## config.mk

```make
export PLATFORM = sky130hd
export DESIGN_NAME = byte_lane_sram
export DESIGN_NICKNAME = d
export VERILOG_FILES = /design/src/rtl/sram_emu_pkg.sv /design/src/rtl/sram_ctrl_decode.sv /design/src/rtl/sram_write_strobe.sv /design/src/rtl/sram_lane_array.sv /design/src/rtl/sram_read_timer.sv /design/src/rtl/byte_lane_sram.sv
export SDC_FILE = /design/constraint.sdc
export NUM_CORES = 2
export LEC_CHECK = 0
export ABC_CLOCK_PERIOD_IN_PS = 5500
export BUFFER_PORTS_ARGS = -buffer_cell sky130_fd_sc_hd__buf_2
export CORE_ASPECT_RATIO = 0.6
export CORE_MARGIN = 2
export CORE_UTILIZATION = 31
export DETAILED_ROUTE_END_ITERATION = 8
export GPL_TIMING_DRIVEN = 1
export SYNTH_ARGS = -nofsm -noshare
export SYNTH_HDL_FRONTEND = slang
export SYNTH_SLANG_ARGS = --single-unit
```

## constraint.sdc

```tcl
create_clock -name clk -period 5.5 [get_ports clk]
set_clock_uncertainty 0.1 [all_clocks]
set_input_delay 0.275 -clock clk [delete_from_list [all_inputs] [get_ports clk]]
set_output_delay 0.275 -clock clk [all_outputs]
set_load 0.05 [all_outputs]
```

## src/rtl/sram_emu_pkg.sv

```systemverilog
package sram_emu_pkg;

    localparam int LANES  = 2;
    localparam int LANE_W = 8;
    localparam int WORD_W = LANES * LANE_W;

    typedef enum logic [1:0] {
        MODE_STANDBY,
        MODE_NO_OUT,
        MODE_READ,
        MODE_WRITE
    } mode_e;

    typedef struct packed {
        mode_e             mode;
        logic [LANES-1:0]  lanes;
    } ctrl_t;

    typedef struct packed {
        logic [LANES-1:0]  lanes;
        logic [WORD_W-1:0] data;
    } wr_beat_t;

    function automatic mode_e decode_mode(
        input logic             sel_lo_n,
        input logic             sel_hi,
        input logic             out_en_n,
        input logic             wr_en_n,
        input logic [LANES-1:0] lanes
    );
        if (sel_lo_n || !sel_hi || (lanes == '0)) return MODE_STANDBY;
        if (!wr_en_n)                             return MODE_WRITE;
        if (!out_en_n)                            return MODE_READ;
        return MODE_NO_OUT;
    endfunction

endpackage

```

## src/rtl/sram_ctrl_decode.sv

```systemverilog
module sram_ctrl_decode
    import sram_emu_pkg::*;
(
    input  logic  cs1_n,
    input  logic  cs2,
    input  logic  oe_n,
    input  logic  we_n,
    input  logic  lb_n,
    input  logic  ub_n,
    output ctrl_t ctrl
);
    logic [LANES-1:0] lane_en;

    always_comb begin
        lane_en    = {~ub_n, ~lb_n};
        ctrl.lanes = lane_en;
        ctrl.mode  = decode_mode(cs1_n, cs2, oe_n, we_n, lane_en);
    end
endmodule

```

## src/rtl/sram_write_strobe.sv

```systemverilog
module sram_write_strobe
    import sram_emu_pkg::*;
#(
    parameter int ADDR_W = 8
) (
    input  logic              clk,
    input  logic              rst,
    input  ctrl_t             ctrl,
    input  logic [ADDR_W-1:0] addr,
    input  logic [WORD_W-1:0] din,
    output logic              commit,
    output logic [ADDR_W-1:0] commit_addr,
    output wr_beat_t          commit_beat
);
    logic              wr_now;
    logic              wr_q;
    logic [ADDR_W-1:0] addr_q;
    wr_beat_t          beat_q;

    assign wr_now = (ctrl.mode == MODE_WRITE);

    // The strobe ends on the first edge that sees the write gone; the data
    // and lanes used are those registered during the last active cycle.
    always_ff @(posedge clk) begin
        if (rst) begin
            wr_q   <= 1'b0;
            addr_q <= '0;
            beat_q <= '0;
        end else begin
            wr_q <= wr_now;
            if (wr_now) begin
                addr_q       <= addr;
                beat_q.lanes <= ctrl.lanes;
                beat_q.data  <= din;
            end
        end
    end

    assign commit      = wr_q && !wr_now;
    assign commit_addr = addr_q;
    assign commit_beat = beat_q;
endmodule

```

## src/rtl/sram_lane_array.sv

```systemverilog
module sram_lane_array
    import sram_emu_pkg::*;
#(
    parameter int ADDR_W = 8
) (
    input  logic              clk,
    input  logic              we,
    input  logic [ADDR_W-1:0] waddr,
    input  wr_beat_t          wbeat,
    input  logic [ADDR_W-1:0] raddr,
    output logic [WORD_W-1:0] rdata
);
    localparam int DEPTH = 1 << ADDR_W;

    for (genvar g = 0; g < LANES; g++) begin : g_lane
        logic [LANE_W-1:0] cells [DEPTH];

        always_ff @(posedge clk) begin
            if (we && wbeat.lanes[g]) begin
                cells[waddr] <= wbeat.data[g*LANE_W +: LANE_W];
            end
        end

        assign rdata[g*LANE_W +: LANE_W] = cells[raddr];
    end
endmodule

```

## src/rtl/sram_read_timer.sv

```systemverilog
module sram_read_timer
    import sram_emu_pkg::*;
#(
    parameter int ADDR_W  = 8,
    parameter int ACC_LAT = 2
) (
    input  logic              clk,
    input  logic              rst,
    input  ctrl_t             ctrl,
    input  logic [ADDR_W-1:0] addr,
    output logic              ready
);
    localparam int CW = $clog2(ACC_LAT + 1);
    localparam logic [CW-1:0] LAT_C = CW'(ACC_LAT);

    logic              rd_now;
    logic              rd_q;
    logic [ADDR_W-1:0] addr_q;
    logic [LANES-1:0]  lanes_q;
    logic [CW-1:0]     age;
    logic              same;

    assign rd_now = (ctrl.mode == MODE_READ);
    assign same   = rd_now && rd_q && (addr == addr_q) && (ctrl.lanes == lanes_q);

    always_ff @(posedge clk) begin
        if (rst) begin
            rd_q    <= 1'b0;
            addr_q  <= '0;
            lanes_q <= '0;
            age     <= '0;
        end else begin
            rd_q    <= rd_now;
            addr_q  <= addr;
            lanes_q <= ctrl.lanes;
            if (!rd_now)           age <= '0;
            else if (!same)        age <= CW'(1);
            else if (age < LAT_C)  age <= age + CW'(1);
        end
    end

    assign ready = same && (age >= LAT_C);
endmodule

```

## src/rtl/byte_lane_sram.sv

```systemverilog
module byte_lane_sram
    import sram_emu_pkg::*;
#(
    parameter int ADDR_W  = 8,
    parameter int ACC_LAT = 2
) (
    input  logic              clk,
    input  logic              rst,
    input  logic [ADDR_W-1:0] addr,
    input  logic              cs1_n,
    input  logic              cs2,
    input  logic              oe_n,
    input  logic              we_n,
    input  logic              lb_n,
    input  logic              ub_n,
    input  logic [15:0]       din,
    output logic [15:0]       dout,
    output logic [1:0]        lane_oe,
    output logic              standby
);
    ctrl_t             ctrl;
    logic              commit;
    logic [ADDR_W-1:0] commit_addr;
    wr_beat_t          commit_beat;
    logic [WORD_W-1:0] rdata;
    logic              ready;

    sram_ctrl_decode u_dec (
        .cs1_n(cs1_n), .cs2(cs2), .oe_n(oe_n), .we_n(we_n),
        .lb_n(lb_n), .ub_n(ub_n), .ctrl(ctrl)
    );

    sram_write_strobe #(.ADDR_W(ADDR_W)) u_wr (
        .clk(clk), .rst(rst), .ctrl(ctrl), .addr(addr), .din(din),
        .commit(commit), .commit_addr(commit_addr), .commit_beat(commit_beat)
    );

    sram_lane_array #(.ADDR_W(ADDR_W)) u_arr (
        .clk(clk), .we(commit), .waddr(commit_addr), .wbeat(commit_beat),
        .raddr(addr), .rdata(rdata)
    );

    sram_read_timer #(.ADDR_W(ADDR_W), .ACC_LAT(ACC_LAT)) u_tmr (
        .clk(clk), .rst(rst), .ctrl(ctrl), .addr(addr), .ready(ready)
    );

    assign standby = (ctrl.mode == MODE_STANDBY);
    assign lane_oe = (ctrl.mode == MODE_READ && ready) ? ctrl.lanes : '0;

    for (genvar g = 0; g < LANES; g++) begin : g_out
        assign dout[g*LANE_W +: LANE_W] =
            lane_oe[g] ? rdata[g*LANE_W +: LANE_W] : '0;
    end
endmodule

```

; ---- After elaboration in Yosys (flattened, before gate mapping)
; Memory sizes are Yosys's and may differ from the RTL's.
; Index checks and enable logic that the tools add are counted.
[word_totals]
ff_bits = 40
latch_bits = 0
ram_bits = 4096
mem_bits_ro = 0
in_bits = 32
output_inout_bits = 19
word_cells = 60
n_memories = 2
[classes]
n_addsub = 1
n_mul = 0
div_mod_pow = 0
n_lt_le_gt_ge = 2
n_eq_ne = 5
n_shift = 0
mux = 21
bitwise_logic = 4
n_reduce_logical = 16
[mem_list]
columns = memory, words, width, rd, rd_clocked_by_memory_dff, write_ports, line_no
row1 = u_arr.g_lane[0].cells, 256, 8, 1, 0, 1, sram_lane_array.sv:16  ; logic [LANE_W-1:0] cells [DEPTH];
row2 = u_arr.g_lane[1].cells, 256, 8, 1, 0, 1, sram_lane_array.sv:16
[op_table]
columns = op, count
row1 = $mux W8, 2
row2 = $mux W2, 7
row3 = $mux W1, 12
row4 = $eq A8 B8 Y1, 1
row5 = $logic_and A1 B1 Y1, 8
row6 = $eq A2 B2 Y1 const B, 2
row7 = $logic_not A2 Y1, 2
row8 = $not A1 Y1, 4
row9 = $reduce_or A3 Y1, 1
row10 = $add A2 B1 Y2 const B, 1
row11 = $eq A2 B2 Y1, 1
row12 = $ge A2 B2 Y1 const B, 1
row13 = $logic_not A1 Y1, 2
row14 = $logic_or A1 B1 Y1, 2
row15 = $lt A2 B2 Y1 const B, 1
row16 = $ne A2 B2 Y1 const B, 1
row17 = $reduce_or A2 Y1, 1

; ---- Depth between registers and ports, before layout
[logic_depth]
ltp_word = 18
mapped_depth = 12
depth_no_buf = 7

; ---- Hierarchy
; Synthesis repeated with hierarchy kept, for this count alone.
[hier_totals]
hier_cells = 7908
area_unflattened_um2 = 162174.3
[modules_own_cells]
columns = mod, instances, cells_each, area_each_um2, seq_area_each_um2
row1 = sram_lane_array, 1, 7709, 160132.3, 122998.0
row2 = sram_write_strobe, 1, 123, 1291.2, 540.5
row3 = sram_read_timer, 1, 49, 519.2, 260.2
row4 = byte_lane_sram, 1, 21, 176.4, 0.0
row5 = sram_ctrl_decode, 1, 6, 55.1, 0.0

; ---- Worst setup path before layout
; Ideal clock, no wire load.
[synth_timing]
kind = register -> register
start = register u_wr.beat_q (netlist bit u_wr.commit_beat[0])
end = memory u_arr.g_lane[0].cells[0][0], data pin
setup_ps = 856
arrival_ps = 3397
required_ps = 4544
path_slack_ps = 1147
stages_incl_launch_ff = 1
path_buffers = 0
period_less_slack_ps = 4353
cell_sequence = dfxtp_1
[synth_lines]
columns = item, line_no
row1 = from (decl), sram_write_strobe.sv:18  ; wr_beat_t beat_q;
row2 = to (decl), sram_lane_array.sv:16
; Straight into the memory's write port.

; ---- Worst setup path in the final report
[layout_timing]
start = input port addr[3]
end = output port dout[0]
[layout_between]
elab_chain_cells = 7
elab_cells_between_ends = 8
cone_classes = eq/ne: 1 / mux: 2 / reduce/logical: 4 / memory: 1
[layout_rtl]
columns = item, line_no
row1 = from (decl), byte_lane_sram.sv:9  ; input logic [ADDR_W-1:0] addr,
row2 = "parallel branches: the longest is 6 deep, another holds $mem_v2 Z256 W8", --
row3 = $mux W8 (*), byte_lane_sram.sv:52  ; lane_oe[g] ? rdata[g*LANE_W +: LANE_W] : '0;
row4 = to (decl), byte_lane_sram.sv:17  ; output logic [15:0] dout,
; Mark *: on every way between the ends.

==> impl_metrics.json <==
{
  "cts.clk_slew.worst_paths_ns": 0.07,
  "leakagePower_nw": 51.7,
  "final_antenna_net_count": 0,
  "synth_common_cells": "4096 x edfxtp_1, 880 x mux2i_1, 602 x nor2_1, 585 x mux4_2, 284 x a221oi_1",
  "dr.pass1.iters": 6,
  "synth-edff-count": 4096,
  "place_area_um2": 172000,
  "crit_chain": "dlygate4sd3_1 > buf_8 > buf_4 > nor2_2 > buf_4 > a221oi_1 > nand2_1 > o21ai_0 > nand3_1 > a22o_1 > buf_12",
  "r2r_end": "u_arr.g_lane[1].cells[19][1]$_DFFE_PP_",
  "grt_max_degree": 193,
  "syn_avg_cell_area_um2": 19.4,
  "worst_pin_slew_ns": 1.54,
  "min_from": "addr[4]",
  "clk_latency_ns": 0.96,
  "synth_most_common_cell": "edfxtp_1",
  "path_buf_inv": 5,
  "power_density_nw_per_um2": 343,
  "critical-path-top-delay-family": "compound AO/OA/AOI/OAI gates",
  "rsz0062_at_grt": "false",
  "track_usage": 0.179,
  "path_common_cell": "buf_4",
  "layout-drive-gt1-share": 0.179,
  "grt_pass1_vias": 83900,
  "synth_top_area_frac": 0.758,
  "multi_input_area_um2": 35300,
  "yosys-top-cells-area": "edfxtp_1 76%, mux4_2 8.1%, mux2i_1 5.4%",
  "violations": "capacitance limit, slew limit, setup timing",
  "ir_drop_uv": 259,
  "die_y_um": 564,
  "wirelength_mm": 491,
  "routed-via-count": 88600,
  "htreeDepth": 5,
  "max_freq_mhz": 179,
  "grt_pass1_wl_mm": 677,
  "critPathCaptureType": "output port",
  "hp-class": "in2reg",
  "place.gp.congestion": 0.868,
  "setup_viol_count_final": 1,
  "netlist_area_um2": 162000,
  "pre_cts_slack_ns": 0.384,
  "final.fill_count": 47600,
  "max_stage_delay_ns": 1.19,
  "cp-start-kind": "input pin",
  "cts_buffer_depth": 4,
  "synth_top_area_cell": "edfxtp_1",
  "crit_path_top_delay_cell": "o21ai_0",
  "crit_required_ns": 5.12,
  "post_synth_num_cell_types": 65,
  "hold_slack_ns": 0.0564,
  "post-route-period-util": 1.02,
  "relSlewSlack": -0.0385,
  "antenna_found_initial": 37,
  "wl_per_cell_um": 31.1,
  "critPathKind": "in2out",
  "reg2reg_slack_ns": 1.53,
  "maxSlewViolCount": 2,
  "whs_endpoint": "u_wr.commit_addr[4]$_SDFFE_PP0P_",
  "ys_seq_area_frac": 0.763,
  "synthToLayoutAreaGrowth_pct": 13.3,
  "final_nets": 8625,
  "final_cell_area_um2": 184000,
  "drv_cap": 1,
  "portBuffers": 50,
  "synth-async-reset-ratio": 0,
  "viasPerCell": 5.60,
  "setup_slack_ns": -0.0941,
  "cp.arrival_ns": 5.22,
  "reg2reg_depth": 3,
  "placementRows": 205,
  "holdPathStages": 4,
  "core_area_um2": 520000,
  "finalHoldViolCount": 0,
  "drc": 0,
  "dp.cells": 15100,
  "syn_nets": 8374,
  "cts_tree": "yes",
  "die_area_um2": 529000,
  "cts_buffers": 358,
  "drt_iter0_drc": 14500,
  "crit_fanout": 35,
  "yosys_warnings": 0,
  "finalPower_w": 0.0630,
  "dp_hpwl_mm": 307,
  "die_w_um": 938,
  "cts.sinks": 4136,
  "final_cell_count_no_fill": 15800,
  "syn_inst": 8341,
  "finalCriticalPeriod_ns": 5.59,
  "ys.flop_type": "edfxtp_1",
  "synth-seq-cells": 4136,
  "cp.depth": 11,
  "cts_root_buf": "clkbuf_16",
  "register_area_um2": 124000,
  "r2r-start": "u_wr.commit_addr[4]$_SDFFE_PP0P_",
  "start_util": 0.312,
  "ioPinCount": 51,
  "status": "finished, violations left",
  "grt_overflow": 0
}
[cell families (layout without fill, tap and decap cells)]
logic type / after synthesis / in the layout / share of synthesized area
other cells: 0 / 7 / 0
flops: 4136 / 4136 / 0.763
mux: 1496 / 1496 / 0.138
fa+ha+maj: 1 / 1 / 0.0000771
buf+inv: 560 / 1086 / 0.0205
simple gates: 1021 / 1021 / 0.0270
compound gates: 1116 / 1116 / 0.0509
xor+xnor: 11 / 11 / 0.000594
[flip-flops by register name, indices dropped and copies added, names as in the netlist]
name / count
u_wr.wr_q: 1
u_wr.commit_beat: 18
u_tmr.rd_q: 1
u_tmr.lanes_q: 2
u_tmr.age: 2
u_wr.commit_addr: 8
u_tmr.addr_q: 8
u_arr.g_lane.cells: 4096
[area by class of cell]
type,instances,area share
Antenna cell,7,0.0000953
Clock inverter,196,0.0107
Multi-Input combinational cell,3645,0.192
Tap cell,6934,0.0472
Timing Repair Buffer,446,0.0241
Clock buffer,439,0.0518
Sequential cell,4136,0.674
Inverter,5,0.000197
[per-stage QoR]
| stage | util | TNS [ns] |
|---|---|---|
| after CTS | 0.353 | 0 |
| final | 0.353 | -0.0941 |
| after detailed placement | 0.330 | 0 |
| after floorplan | - | 0 |
| after global routing | 0.353 | 0 |
| after global placement | 0.330 | -0.329 |
[metal layers]
layer	GRT usage	wire length, um	vias up
met5	0.00107	27	-
met4	0.0374	11400	4
met3	0.0717	74200	698
met2	0.239	196000	6014
met1	0.272	210000	46900
li1	-	-	35000
[worst min-delay path: stages]
cell	delay, ns
buf_4	0.25
buf_4	0.33
nand2_1	0.10
a21oi_1	0.06
[power breakdown]
| part | internal, W | total (W) | switching [W] |
|---|---|---|---|
| logic | 0.000913 | 0.00297 | 0.00206 |
| clock network | 0.0140 | 0.0257 | 0.0117 |
| registers | 0.0344 | 0.0344 | 0.0000673 |
[timing repair]
item                                    4_1_cts  5_1_grt
endpoints found under the hold margin        40        0
endpoints found under the setup margin        0        2
gates resized for setup                       0        2
setup buffers                                 0        0
hold buffers                                 61        0
[how the worst max path moves through the flow]
stage	startpoint	endpoint	slack (ns)
after floorplan	u_wr.commit_beat[0]$_SDFFE_PP0P_	u_arr.g_lane[0].cells[0][0]$_DFFE_PP_	1.15
after global placement	addr[2]	dout[7]	-0.33
after detailed placement	addr[0]	dout[7]	0.38
after CTS	addr[2]	dout[7]	0.006
after global routing	addr[2]	dout[0]	0.08
final	addr[3]	dout[0]	-0.09
[cell usage in the layout, fill, tap and decap left out, types with 65 or more instances in the layout]
cell / count
clkinv_1: 65
a221oi_1: 283
o21ai_0: 191
a22oi_1: 79
mux2i_1: 880
buf_12: 78
clkinv_2: 68
clkbuf_16: 367
edfxtp_1: 4096
nand2_1: 106
mux4_2: 585
buf_4: 269
a221o_1: 119
nor2_1: 592
a21oi_1: 135
nand3_1: 81
clkbuf_1: 66
nor3_1: 98
a211oi_1: 72
Power figures use the tool's default switching activity.
